$ cat src/rtl/phy_irq_pkg.sv
package phy_irq_pkg;
    localparam int REG_W        = 16;
    localparam int BIT_LNK      = 4;   // link-change enable / flag position
    localparam int BIT_GLOB_EN  = 1;   // global enable position
    localparam int BIT_GLOB_FLG = 2;   // global flag position

    typedef enum logic {
        FLAG_IDLE = 1'b0,
        FLAG_PEND = 1'b1
    } flag_state_e;
endpackage

$ cat src/rtl/link_edge_det.sv
module link_edge_det (
    input  logic clk,
    input  logic rst,
    input  logic link_in,
    output logic change
);
    logic link_q;

    // reset copies the live level so startup does not look like a change
    always_ff @(posedge clk) begin
        link_q <= link_in;
    end

    assign change = (link_in != link_q) && !rst;
endmodule

$ cat src/rtl/irq_flag_fsm.sv
module irq_flag_fsm
    import phy_irq_pkg::*;
(
    input  logic clk,
    input  logic rst,
    input  logic set_evt,
    input  logic clr_rd,
    output logic flag
);
    flag_state_e state_q, state_d;

    always_ff @(posedge clk) begin
        if (rst) state_q <= FLAG_IDLE;
        else     state_q <= state_d;
    end

    always_comb begin
        state_d = state_q;
        unique case (state_q)
            FLAG_IDLE: if (set_evt) state_d = FLAG_PEND;
            FLAG_PEND: if (clr_rd && !set_evt) state_d = FLAG_IDLE;
            default:   state_d = FLAG_IDLE;
        endcase
    end

    always_comb begin
        flag = (state_q == FLAG_PEND);
    end
endmodule

$ cat src/rtl/irq_enable_reg.sv
module irq_enable_reg #(
    parameter int                W    = 16,
    parameter logic [W-1:0]      MASK = '0
) (
    input  logic         clk,
    input  logic         rst,
    input  logic         we,
    input  logic [W-1:0] wdata,
    output logic [W-1:0] q
);
    always_ff @(posedge clk) begin
        if (rst)     q <= '0;
        else if (we) q <= wdata & MASK;
    end
endmodule

$ cat src/rtl/phy_link_irq_regs.sv
module phy_link_irq_regs
    import phy_irq_pkg::*;
#(
    parameter int ADDR_W    = 4,
    parameter int ADDR_EN   = 0,
    parameter int ADDR_FLAG = 1
) (
    input  logic              clk,
    input  logic              rst,
    input  logic [ADDR_W-1:0] addr,
    input  logic              wr_en,
    input  logic              rd_en,
    input  logic [REG_W-1:0]  wdata,
    output logic [REG_W-1:0]  rdata,
    input  logic              link_up,
    output logic              irq
);
    localparam int NFLAG = 2;
    localparam logic [REG_W-1:0] EN_MASK =
        (REG_W'(1) << BIT_LNK) | (REG_W'(1) << BIT_GLOB_EN);

    logic               sel_en, sel_flag;
    logic               wr_flag, flag_rd;
    logic               link_evt;
    logic [REG_W-1:0]   en_reg;
    logic               en_lnk, en_glob;
    logic [NFLAG-1:0]   set_vec, flag_vec;
    logic               lnk_flag, glob_flag;
    logic [REG_W-1:0]   flag_word;

    assign sel_en   = (addr == ADDR_W'(ADDR_EN));
    assign sel_flag = (addr == ADDR_W'(ADDR_FLAG));
    assign wr_flag  = wr_en && sel_flag;
    assign flag_rd  = rd_en && sel_flag;

    link_edge_det u_det (
        .clk     (clk),
        .rst     (rst),
        .link_in (link_up),
        .change  (link_evt)
    );

    irq_enable_reg #(.W(REG_W), .MASK(EN_MASK)) u_en (
        .clk   (clk),
        .rst   (rst),
        .we    (wr_en && sel_en),
        .wdata (wdata),
        .q     (en_reg)
    );

    assign en_lnk  = en_reg[BIT_LNK];
    assign en_glob = en_reg[BIT_GLOB_EN];

    // index 0: link-change flag, index 1: global flag
    assign set_vec = {link_evt && en_lnk, link_evt};

    for (genvar i = 0; i < NFLAG; i++) begin : g_flag
        irq_flag_fsm u_fsm (
            .clk     (clk),
            .rst     (rst),
            .set_evt (set_vec[i]),
            .clr_rd  (flag_rd),
            .flag    (flag_vec[i])
        );
    end

    assign lnk_flag  = flag_vec[0];
    assign glob_flag = flag_vec[1];

    always_comb begin
        flag_word               = '0;
        flag_word[BIT_LNK]      = lnk_flag;
        flag_word[BIT_GLOB_FLG] = glob_flag;
    end

    always_comb begin
        if (sel_en)        rdata = en_reg;
        else if (sel_flag) rdata = flag_word;
        else               rdata = '0;
    end

    assign irq = glob_flag && en_glob;
endmodule

$ cat config.mk
export PLATFORM = sky130hd
export DESIGN_NAME = phy_link_irq_regs
export DESIGN_NICKNAME = d
export VERILOG_FILES = /design/src/rtl/phy_irq_pkg.sv /design/src/rtl/link_edge_det.sv /design/src/rtl/irq_flag_fsm.sv /design/src/rtl/irq_enable_reg.sv /design/src/rtl/phy_link_irq_regs.sv
export SDC_FILE = /design/constraint.sdc
export NUM_CORES = 1
export LEC_CHECK = 0
export BUFFER_PORTS_ARGS = -buffer_cell sky130_fd_sc_hd__buf_2
export CAP_MARGIN = 20
export CORE_AREA = 4 4 41 43
export CTS_BUF_LIST = sky130_fd_sc_hd__clkbuf_8
export DETAILED_ROUTE_END_ITERATION = 12
export DIE_AREA = 0 0 45 47
export GPL_TIMING_DRIVEN = 0
export PLACE_DENSITY = 0.77
export SLEW_MARGIN = 20
export SYNTH_ARGS = -nofsm -noshare
export SYNTH_HDL_FRONTEND = slang
export SYNTH_HIERARCHICAL = 1
export SYNTH_SLANG_ARGS = --single-unit
$ cat constraint.sdc
create_clock -name clk -period 1.6 [get_ports clk]
set_input_delay 0.24 -clock clk [delete_from_list [all_inputs] [get_ports clk]]
set_output_delay 0.24 -clock clk [all_outputs]
set_load 0.03 [all_outputs]
* Word level (Yosys, flattened, before mapping)
Cells that the tools add are included.
** Storage, ports and cells
- Register bits after elaboration :: 5
- Latch bits :: 0
- Bits in writable memories :: 0
- ROM bits :: 0
- Input port bits :: 25
- Word-level logic and storage cells :: 27
- Memories kept :: 0
** Cells by class
- $add $sub $neg :: 0
- Multipliers :: 0
- Divide/modulo/power cells :: 0
- Magnitude comparators :: 0
- Equal/unequal tests :: 2
- Shift operators :: 0
- Multiplexer cells :: 8
- Bitwise gates (word level) :: 2
- Reductions and logical operators :: 11
** Operators with widths (number)
- $mux W5 :: 2
- $logic_and A1 B1 Y1 :: 7
- $eq A4 B1 Y1 const B :: 1
- $logic_not A4 Y1 :: 1
- $mux W1 :: 4
- $pmux W1 S2 :: 2
- $logic_not A1 Y1 :: 3
- $not A1 Y1 :: 2
- $ne A1 B1 Y1 :: 1

* Longest topological paths before layout
Gate-level depths: netlist (run 1).
- Depth in word-level cells :: 7
- Mapped depth :: 5

* By module
The synthesis (run 1) kept the hierarchy.
** Modules (own cells, without submodules)
- phy_link_irq_regs :: times used 1, cells each 25, area an instance 195.2 µm², sequential area each 0.0 µm²
- irq_enable_reg :: times used 1, cells each 21, area an instance 176.4 µm², sequential area each 40.0 µm²
- irq_flag_fsm :: times used 2, cells each 4, area an instance 38.8 µm², sequential area each 20.0 µm²
- link_edge_det :: times used 1, cells each 3, area an instance 32.5 µm², sequential area each 20.0 µm²

* Least setup slack after synthesis (run 1)
No wires, ideal clock.
- Kind :: reg-to-output
- From :: register g_flag[1].u_fsm.state_q
- To :: output port rdata[2]
- Data arrival time :: 1.285 ns
- Required time :: 1.360 ns
- Slack :: 0.075 ns
- Cell stages (with the launch flop) :: 3
- Path buffers :: 0
- Cells stage by stage :: dfxtp_1 > mux2i_1 > nor4_1
** Between the ends
- Longest elaborated chain between the ends :: 2
** RTL lines
- start, declared :: RTL line irq_flag_fsm.sv:10 : flag_state_e state_q, state_d;
- start signal, assigned :: RTL line irq_flag_fsm.sv:14 : else state_q <= state_d;
- $mux W5 :: RTL line phy_link_irq_regs.sv:78 : else if (sel_flag) rdata = flag_word;
- $mux W5 :: RTL line phy_link_irq_regs.sv:77 : if (sel_en) rdata = en_reg;
- end, declared :: RTL line phy_link_irq_regs.sv:14 : output logic [REG_W-1:0] rdata,
Every way passes these cells.

* Final worst setup path (run 1)
- From :: input port addr[0]
- To :: output port rdata[1]
** Between the ends
- Longest elaborated chain between the ends :: 2
** RTL lines
- start, declared :: RTL line phy_link_irq_regs.sv:10 : input logic [ADDR_W-1:0] addr,
- $logic_not A4 Y1 :: RTL line phy_link_irq_regs.sv:31 : assign sel_en = (addr == ADDR_W'(ADDR_EN));
- $mux W5 :: RTL line phy_link_irq_regs.sv:77
Every way passes these cells.

==> results.py, run 1 <==
metrics = {
    "clock_tree": {
        "cts.path.max_buffers": 2,
        "cts_max_level": 1,
        "cts_tree": "done",
        "worst_skew_pair.late_latency_ps": 220,
        "cts_made_buffers": 3,
        "cts_hold_buffers": 0,
        "cts_setup_buffers": 0,
        "cts_sinks": 5,
        "clk_pin_slew_ps": 30,
        "cts_resized": 0,
        "root_buffer": "clkbuf_8",
    },
    "route": {
        "num_vias": 398,
        "drt-pass1-iter-count": 2,
        "drt-wirelength-per-cell_um": 8.29,
        "antenna_left": 0,
        "drc": 0,
        "drt-total-wl_um": 854,
        "viasPerCell": 3.86,
        "drt_iter0_drc": 6,
    },
    "worst_setup_path": {
        "path_common_cell": "buf_2",
        "cp_cell_sequence": "buf_2, nor4_4, buf_6, and2_2, buf_2",
        "cpMaxStageDelayCell": "nor4_4",
        "max_stage_delay_ps": 390,
        "arrival_ps": 1260,
        "cp-start-kind": "primary input",
        "end_kind": "output port",
        "required_ps": 1360,
        "cp_max_fo": 10,
        "criticalPathCategory": "in -> out",
    },
    "cells_and_area": {
        "areaGrowthSynthToFinish_pct": 37.9,
        "nets": 114,
        "antennaDiodeCount": 0,
        "layout-drive-gt1-share": 0.523,
        "fill_cells": 135,
    },
    "placed_design": {
        "io_buffers": 14,
        "place_congestion": 0.702,
    },
    "pwr": {
        "p_int_mw": 0.339,
        "comb_power_share": 0.196,
        "vdd_drop_max_mv": 0.392,
        "power_leakage_nw": 0.352,
        "p_sw_frac": 0.235,
        "net-switching-power_mw": 0.104,
        "powerDensity_nw_per_um2": 666,
        "clockPowerShare": 0.506,
        "seqPwrFrac": 0.298,
    },
    "logic_synthesis": {
        "synth.most_common_cell": "buf_4",
        "yosys.area.top_type": "buf_4",
        "ys.flop_type": "dfxtp_1",
        "synth_area_leaders": "buf_4 (22%), dfxtp_1 (21%), and2_2 (17%), mux2i_1 (8.3%), and2_1 (7.8%)",
        "synthCells": 57,
        "syn_avg_cell_area_um2": 8.45,
        "async_flop_share": 0,
        "synth_area_um2": 482,
        "ys_seq_area_frac": 0.208,
        "yosys_warnings": 6,
        "synth_edf_count": 0,
        "yosysUniqueCellTypes": 15,
        "synth_top_area_frac": 0.218,
        "synth_common_cells": "buf_4 (14), and2_2 (11), and2_1 (6)",
        "yosys_register_bits": 5,
    },
    "global_routing": {
        "grtUsageTotal": 0.0821,
        "grt_pass1_vias": 323,
        "grt_pass1_wl_um": 1230,
        "overflow": 0,
        "antenna_found_initial": 0,
        "grt_start_max_net_pins": 11,
    },
    "floorplan": {
        "rows": 13,
        "fp.dieW_um": 45,
        "coreArea_um2": 1300,
        "start_util": 0.370,
        "die-area_um2": 2120,
        "fp.dieH_um": 47,
        "io_pins": 42,
    },
    "sta": {
        "min_period_ps": 1500,
        "setup-violations-final": 0,
        "fmax_mhz": 666,
        "fin_crit_sh": 0.938,
        "rsz0062_at_grt": "no",
        "hold_ws_ps": 149,
        "tns_ps": 0,
        "maxSlewViolCount": 0,
        "finalHoldViolCount": 0,
        "fin_skew_ps": 1.84,
    },
    "flow_run": {
        "max_cap_violations": 0,
    },
    "min_path": {
        "hold_path.class": "in -> reg",
    },
    "run_status": {
        "status": "completed",
    },
}
[final cells by class]
cell class	count	area, um^2	area share
plain buffers	15	116	0.175
clock buffers	3	41.3	0.0621
clock inverters	1	3.75	0.00565
inverters	2	7.51	0.0113
multi-input cells	48	307	0.461
flip-flops and latches	5	100	0.151
well taps	15	18.8	0.0282
repair buffers	14	70.1	0.105
[worst paths after layout]
kind	startpoint	end	slack, ps	depth (start not counted)
max	addr[0]	rdata[1]	100	5
min	link_up	u_det/link_q	150	1
max reg2reg	u_det/link_q	g_flag[1].u_fsm/flag	710	5
min reg2reg	g_flag[0].u_fsm/flag	g_flag[0].u_fsm/flag	480	2
[per-stage QoR]
step           cells  area (um^2)  power (mW)  setup WS [ps]   util
2_1_floorplan     70          531       0.195           74.6      -
3_3_place_gp      99          619       0.218           81.5  0.476
3_5_place_dp      99          619       0.219           60.5  0.476
4_1_cts          103          664       0.450           60.5  0.511
5_1_grt          103          664       0.468           23.3  0.511
6_report         103          664       0.442           99.3  0.511
[worst max-delay path, delay by kind of cell]
kind | cells | cell delay [ps]
buf+inv | 3 | 500
simple gates | 2 | 520
[logic make-up after synthesis]
kind of cell | Yosys count | synth area share
buffers and inverters | 17 | 0.257
other | 1 | 0.00778
XOR/XNOR | 1 | 0.0182
AND/OR/NAND/NOR | 27 | 0.390
multiplexers | 4 | 0.0831
AO/OA/AOI/OAI | 2 | 0.0364
flip-flops | 5 | 0.208
[state kept, by name, indices dropped and copies added, names as in the netlist]
name,cells
g_flag.u_fsm/flag,2
u_det/link_q,1
u_en/q,2
[power groups by stage]
stage	logic, mW	registers, mW	clock network [mW]
2_1_floorplan	0.0615	0.133	0
3_3_place_gp	0.0844	0.134	0
3_5_place_dp	0.0859	0.134	0
4_1_cts	0.0859	0.132	0.232
5_1_grt	0.0956	0.133	0.239
6_report	0.0867	0.132	0.224
[cells in the final DEF (no fill, tap or decap), drive strengths merged, types with 2 or more instances in the layout]
cell type,netlist,routed
buf,15,29
nand2b,2,2
inv,2,3
nor2,3,3
mux2i,4,4
nor4,4,4
a21oi,2,2
clkbuf,0,3
conb,1,14
and2,17,17
dfxtp,5,5
[per-layer routing]
metal / vias to the layer above / routed length (um) / global-route usage
met4: 0 / 16 / 0.0702
met3: 2 / 93 / 0.0115
met5: - / 0 / 0
li1: 214 / - / -
met1: 164 / 276 / 0.0771
met2: 18 / 468 / 0.155
No activity file was read; power rests on OpenSTA's default activity.
==> run 2, diff against run 1 <==
ABC_AREA = 1   (was default)
PLACE_DENSITY = 0.84   (was 0.77)
==> run 2 against run 1 <==
  * Core utilization up 6.5 points
  * Synthesized cell count up 63%
  * Critical path depth up 1
  * Combinational power up 19%
  * Highest routed layer unchanged
==> results.py, run 2 <==
metrics = {
    "route": {
        "drt_iter0_drc": 4,
        "drt-wirelength-per-cell_um": 7.04,
        "drt-pass1-iter-count": 4,
        "drt-total-wl_um": 979,
        "num_vias": 516,
        "drc": 0,
        "antenna_left": 0,
        "viasPerCell": 3.71,
    },
    "cells_and_area": {
        "final_common_cell": "inv_1",
        "fin_area_um2": 749,
        "areaGrowthSynthToFinish_pct": 32.2,
        "fill_cells": 131,
        "antennaDiodeCount": 0,
        "final_cell_mix": "inv_1 (28), buf_2 (14), buf_4 (14), conb_1 (14)",
        "layout-drive-gt1-share": 0.379,
        "nets": 150,
    },
    "placed_design": {
        "place_congestion": 0.704,
        "dpl-instance-area_um2": 704,
        "io_buffers": 14,
        "dpl.hpwl_um": 844,
    },
    "logic_synthesis": {
        "ys.flop_type": "dfxtp_1",
        "synth_top_area_frac": 0.185,
        "syn_avg_cell_area_um2": 6.09,
        "synth_edf_count": 0,
        "yosys_warnings": 6,
        "synth_area_leaders": "buf_4 (19%), inv_1 (18%), dfxtp_1 (18%), nor2_2 (9.9%), nand2_1 (8.6%)",
        "yosys.area.top_type": "buf_4",
        "synth_area_um2": 567,
        "yosys_register_bits": 5,
        "synth.most_common_cell": "inv_1",
        "synth_common_cells": "inv_1 (27), buf_4 (14), nand2_1 (13), nor2_1 (13), nor2_2 (9)",
        "ys_seq_area_frac": 0.177,
        "synthCells": 93,
        "async_flop_share": 0,
        "yosysUniqueCellTypes": 12,
    },
    "sta": {
        "max_slew_margin": 0.611,
        "fmax_mhz": 765,
        "tightest_slew_ps": 582,
        "rsz0062_at_grt": "no",
        "fin_skew_ps": 1.01,
        "min_period_ps": 1310,
        "maxSlewViolCount": 0,
        "setup-violations-final": 0,
        "tns_ps": 0,
        "finalHoldViolCount": 0,
        "fin_crit_sh": 0.817,
    },
    "flow_run": {
        "max_cap_violations": 0,
    },
    "clock_tree": {
        "root_buffer": "clkbuf_8",
        "cts_max_level": 1,
        "cts_resized": 0,
        "cts_setup_buffers": 0,
        "cts_tree": "done",
        "clk_pin_slew_ps": 30,
        "worst_skew_pair.late_latency_ps": 220,
        "cts.path.max_buffers": 2,
        "cts_sinks": 5,
        "cts_hold_buffers": 0,
        "cts_made_buffers": 3,
    },
    "worst_setup_path": {
        "end_kind": "output port",
        "arrival_ps": 1070,
        "required_ps": 1360,
        "cp-start-kind": "primary input",
        "criticalPathCategory": "in -> out",
        "cp_max_fo": 10,
    },
    "global_routing": {
        "grt_pass1_wl_um": 1560,
        "antenna_found_initial": 0,
        "grtUsageTotal": 0.105,
        "overflow": 0,
        "grt_start_max_net_pins": 11,
        "grt_pass1_vias": 402,
    },
    "floorplan": {
        "start_util": 0.436,
        "io_pins": 42,
        "fp.dieW_um": 45,
        "rows": 13,
        "coreArea_um2": 1300,
        "die-area_um2": 2120,
        "fp.dieH_um": 47,
    },
    "pwr": {
        "power_leakage_nw": 0.422,
        "vdd_drop_max_mv": 0.433,
        "powerDensity_nw_per_um2": 614,
    },
    "run_status": {
        "status": "completed",
    },
    "min_path": {
        "hold_path.class": "in -> reg",
    },
}
[run 2: cell types whose count changed in the layout (fill, tap and decap cells not counted), sizes merged]
| cell | delta |
|---|---|
| xnor2 | -1 |
| nand2 | +13 |
| nor2 | +22 |
| mux2i | -4 |
| nand2b | -2 |
| and2 | -17 |
| nor4 | -4 |
| nand3 | +4 |
| inv | +25 |
[run 2: layer usage]
metal	track usage	wire, um	vias up
met3	0.0230	126	4
met5	0	0	-
li1	-	-	290
met1	0.102	360	197
met4	0.105	34	0
met2	0.181	458	25
[run 2: cells by family (layout without fill, tap and decap cells)]
logic type             after synthesis  after routing  share of synthesized area
AND/OR/NAND/NOR                     43             43                      0.386
buffers and inverters               42             60                      0.400
flip-flops                           5              5                      0.177
AO/OA/AOI/OAI                        2              2                     0.0309
other                                1             14                    0.00662
[run 2: path summary, 6_finish.rpt]
path	start	end	slack, ps	cells past startpoint
worst min register to register	g_flag[0].u_fsm/flag	g_flag[0].u_fsm/flag	480	2
worst min-delay path	link_up	u_det/link_q	150	1
worst max-delay path	addr[0]	rdata[1]	290	6
worst max register to register	u_det/link_q	g_flag[1].u_fsm/flag	770	7
[run 2: area by class of cell]
class                   instances  area [um^2]  area share
plain buffers                  15          125       0.167
clock buffers                   3         41.3      0.0551
clock inverters                 1         3.75     0.00501
inverters                      27          101       0.135
multi-input cells              59          289       0.386
flip-flops and latches          5          100       0.134
well taps                      15         18.8      0.0250
repair buffers                 14         70.1      0.0935
[run 2: report_power, final]
group	switching [mW]	leakage, nW	internal, mW
sequential	0.00275	0.0410	0.130
clock	0.0599	0.0269	0.164
combinational	0.0559	0.354	0.0472
total	0.119	0.422	0.342
[run 2: worst max-delay path, stage by stage]
cell and delay (ps):
buf_2 110, nor2_2 190, nand2_4 110, buf_12 160, nor2_4 70, buf_2 190
[run 2: through the flow]
stage                     hold WS, ps  utilization  worst slack [ps]  cells  power [mW]
after global placement            368        0.541               307    135       0.234
after CTS                         147        0.576               291    139       0.467
after detailed placement          375        0.541               292    135       0.236
after floorplan                   268            -               532    106       0.215
final                             150        0.576               293    139       0.460
after global routing              154        0.576               241    139       0.490
==> run 3, diff against run 2 <==
CORE_AREA = default   (was 4 4 41 43)
CORE_MARGIN = 4   (was default)
CORE_UTILIZATION = 41   (was default)
DIE_AREA = default   (was 0 0 45 47)
PLACE_DENSITY = 0.81   (was 0.84)
clock period = 1.33 ns   (was 1.6 ns; I/O delays follow)
==> run 3 against run 2 <==
  * Global-route usage down 0.99 points
  * Critical path depth unchanged
  * Clock skew about the same
  * Power is 20% higher
  * Worst hold slack got worse by 42 ps
  * Sequential power grew 20%
  * Core utilization unchanged
  * Non-clock buffer count stayed put
  * Clock power rose by 21%
  * Setup slack got worse by 180 ps
  * Sequential share of layout area unchanged
  * Routed wire length down 9.6%
  * Critical path type unchanged
  * Critical endpoint unchanged
  * Largest power group unchanged
  * Highest routed layer unchanged
==> results.py, run 3 (same netlist as run 2, synthesis figures left out) <==
metrics = {
    "clock_tree": {
        "cts_resized": 0,
        "cts_made_buffers": 3,
        "cts_hold_buffers": 0,
        "root_buffer": "clkbuf_8",
        "worst_skew_pair.late_latency_ps": 220,
        "cts_max_level": 1,
        "clk_pin_slew_ps": 30,
        "cts_tree": "done",
        "cts.path.max_buffers": 2,
        "cts_sinks": 5,
        "cts_setup_buffers": 0,
    },
    "floorplan": {
        "fp.dieW_um": 45.2,
        "coreArea_um2": 1300,
        "fp.dieH_um": 45.2,
        "io_pins": 42,
        "rows": 13,
        "die-area_um2": 2040,
        "start_util": 0.436,
    },
    "cells_and_area": {
        "final_common_cell": "inv_1",
        "areaGrowthSynthToFinish_pct": 32.2,
        "fill_cells": 138,
        "final_cell_mix": "inv_1 (28), buf_2 (14), buf_4 (14), conb_1 (14)",
        "register_area_um2": 100,
        "final_core_util": 0.576,
        "layout-drive-gt1-share": 0.379,
        "antennaDiodeCount": 0,
        "fin_area_um2": 749,
        "multi_input_area_um2": 289,
        "nets": 150,
    },
    "route": {
        "num_vias": 506,
        "drt-total-wl_um": 885,
        "drt_iter0_drc": 7,
        "drt-wirelength-per-cell_um": 6.37,
        "antenna_left": 0,
        "viasPerCell": 3.64,
        "drt-pass1-iter-count": 4,
        "drc": 0,
    },
    "worst_setup_path": {
        "cp_num_buf_inv": 3,
        "end_kind": "output port",
        "cpMaxStageDelayCell": "nor2_2",
        "criticalPathCategory": "in -> out",
        "path_common_cell": "buf_2",
        "cp_cell_sequence": "buf_2, nor2_2, nand2_4, buf_12, nor2_4, buf_2",
        "cp_max_fo": 10,
        "max_stage_delay_ps": 190,
        "cp-start-kind": "primary input",
        "required_ps": 1130,
        "critPathTopFamily": "buffers and inverters",
        "arrival_ps": 1010,
    },
    "global_routing": {
        "grt_start_max_net_pins": 11,
        "antenna_found_initial": 0,
        "use_met1": 0.0933,
        "gr-usage-met3": 0.0359,
        "grt-busiest-layer": "met2",
        "grt_pass1_vias": 369,
        "grt_pass1_wl_um": 1370,
        "grtUsageMet2": 0.153,
        "grtUsageTotal": 0.0952,
        "overflow": 0,
    },
    "run_status": {
        "status": "completed",
    },
    "pwr": {
        "vdd_drop_max_mv": 0.510,
        "power_leakage_nw": 0.422,
        "powerDensity_nw_per_um2": 737,
        "fin_total_pwr_mw": 0.552,
    },
    "sta": {
        "finalHoldViolCount": 0,
        "fin_crit_sh": 0.913,
        "tightest_slew_ps": 561,
        "fmax_mhz": 824,
        "setup-violations-final": 0,
        "rsz0062_at_grt": "no",
        "maxSlewViolCount": 0,
        "max_slew_margin": 0.624,
        "hold_ws_ps": 108,
        "tns_ps": 0,
        "fin_skew_ps": 0.685,
        "min_period_ps": 1210,
    },
    "flow_run": {
        "max_cap_violations": 0,
    },
    "placed_design": {
        "place_congestion": 0.636,
        "io_buffers": 14,
        "dpl-instance-area_um2": 704,
        "dpl.hpwl_um": 783,
    },
    "min_path": {
        "hold_path.class": "in -> reg",
    },
}
## run 3: cell type report
cell class	count	area share
plain buffers	15	0.167
well taps	15	0.0250
inverters	27	0.135
repair buffers	14	0.0935
clock inverters	1	0.00501
clock buffers	3	0.0551
multi-input cells	59	0.386
flip-flops and latches	5	0.134
## run 3: metal layers
layer	up-vias	wire, um	part of all wire
li1	290	-	-
met1	191	323	0.36
met2	21	416	0.47
met3	4	120	0.14
met4	0	23	0.026
met5	-	0	0
## run 3: worst paths after layout
path	end	depth (start not counted)	slack, ps	startpoint
worst max-delay path	rdata[1]	6	120	addr[0]
worst min-delay path	u_det/link_q	1	110	link_up
worst max register to register	g_flag[1].u_fsm/flag	7	500	u_det/link_q
worst min register to register	g_flag[0].u_fsm/flag	2	470	g_flag[0].u_fsm/flag
## run 3: per-stage QoR
stage,setup WS (ps),cells
6_report,116,139
5_1_grt,61.0,139
4_1_cts,106,139
3_5_place_dp,110,135
3_3_place_gp,112,135
2_1_floorplan,343,106
## run 3: worst reg2reg max path: cells and delay by family (launching register included)
family,cells,cell delay [ps]
compound gates,1,110
buf+inv,2,90
flops,1,300
simple gates,4,270
## run 3: power breakdown
part           switching (mW)  total (mW)  internal [mW]
logic                  0.0661       0.123         0.0568
clock network          0.0721       0.270          0.198
registers             0.00308       0.160          0.157
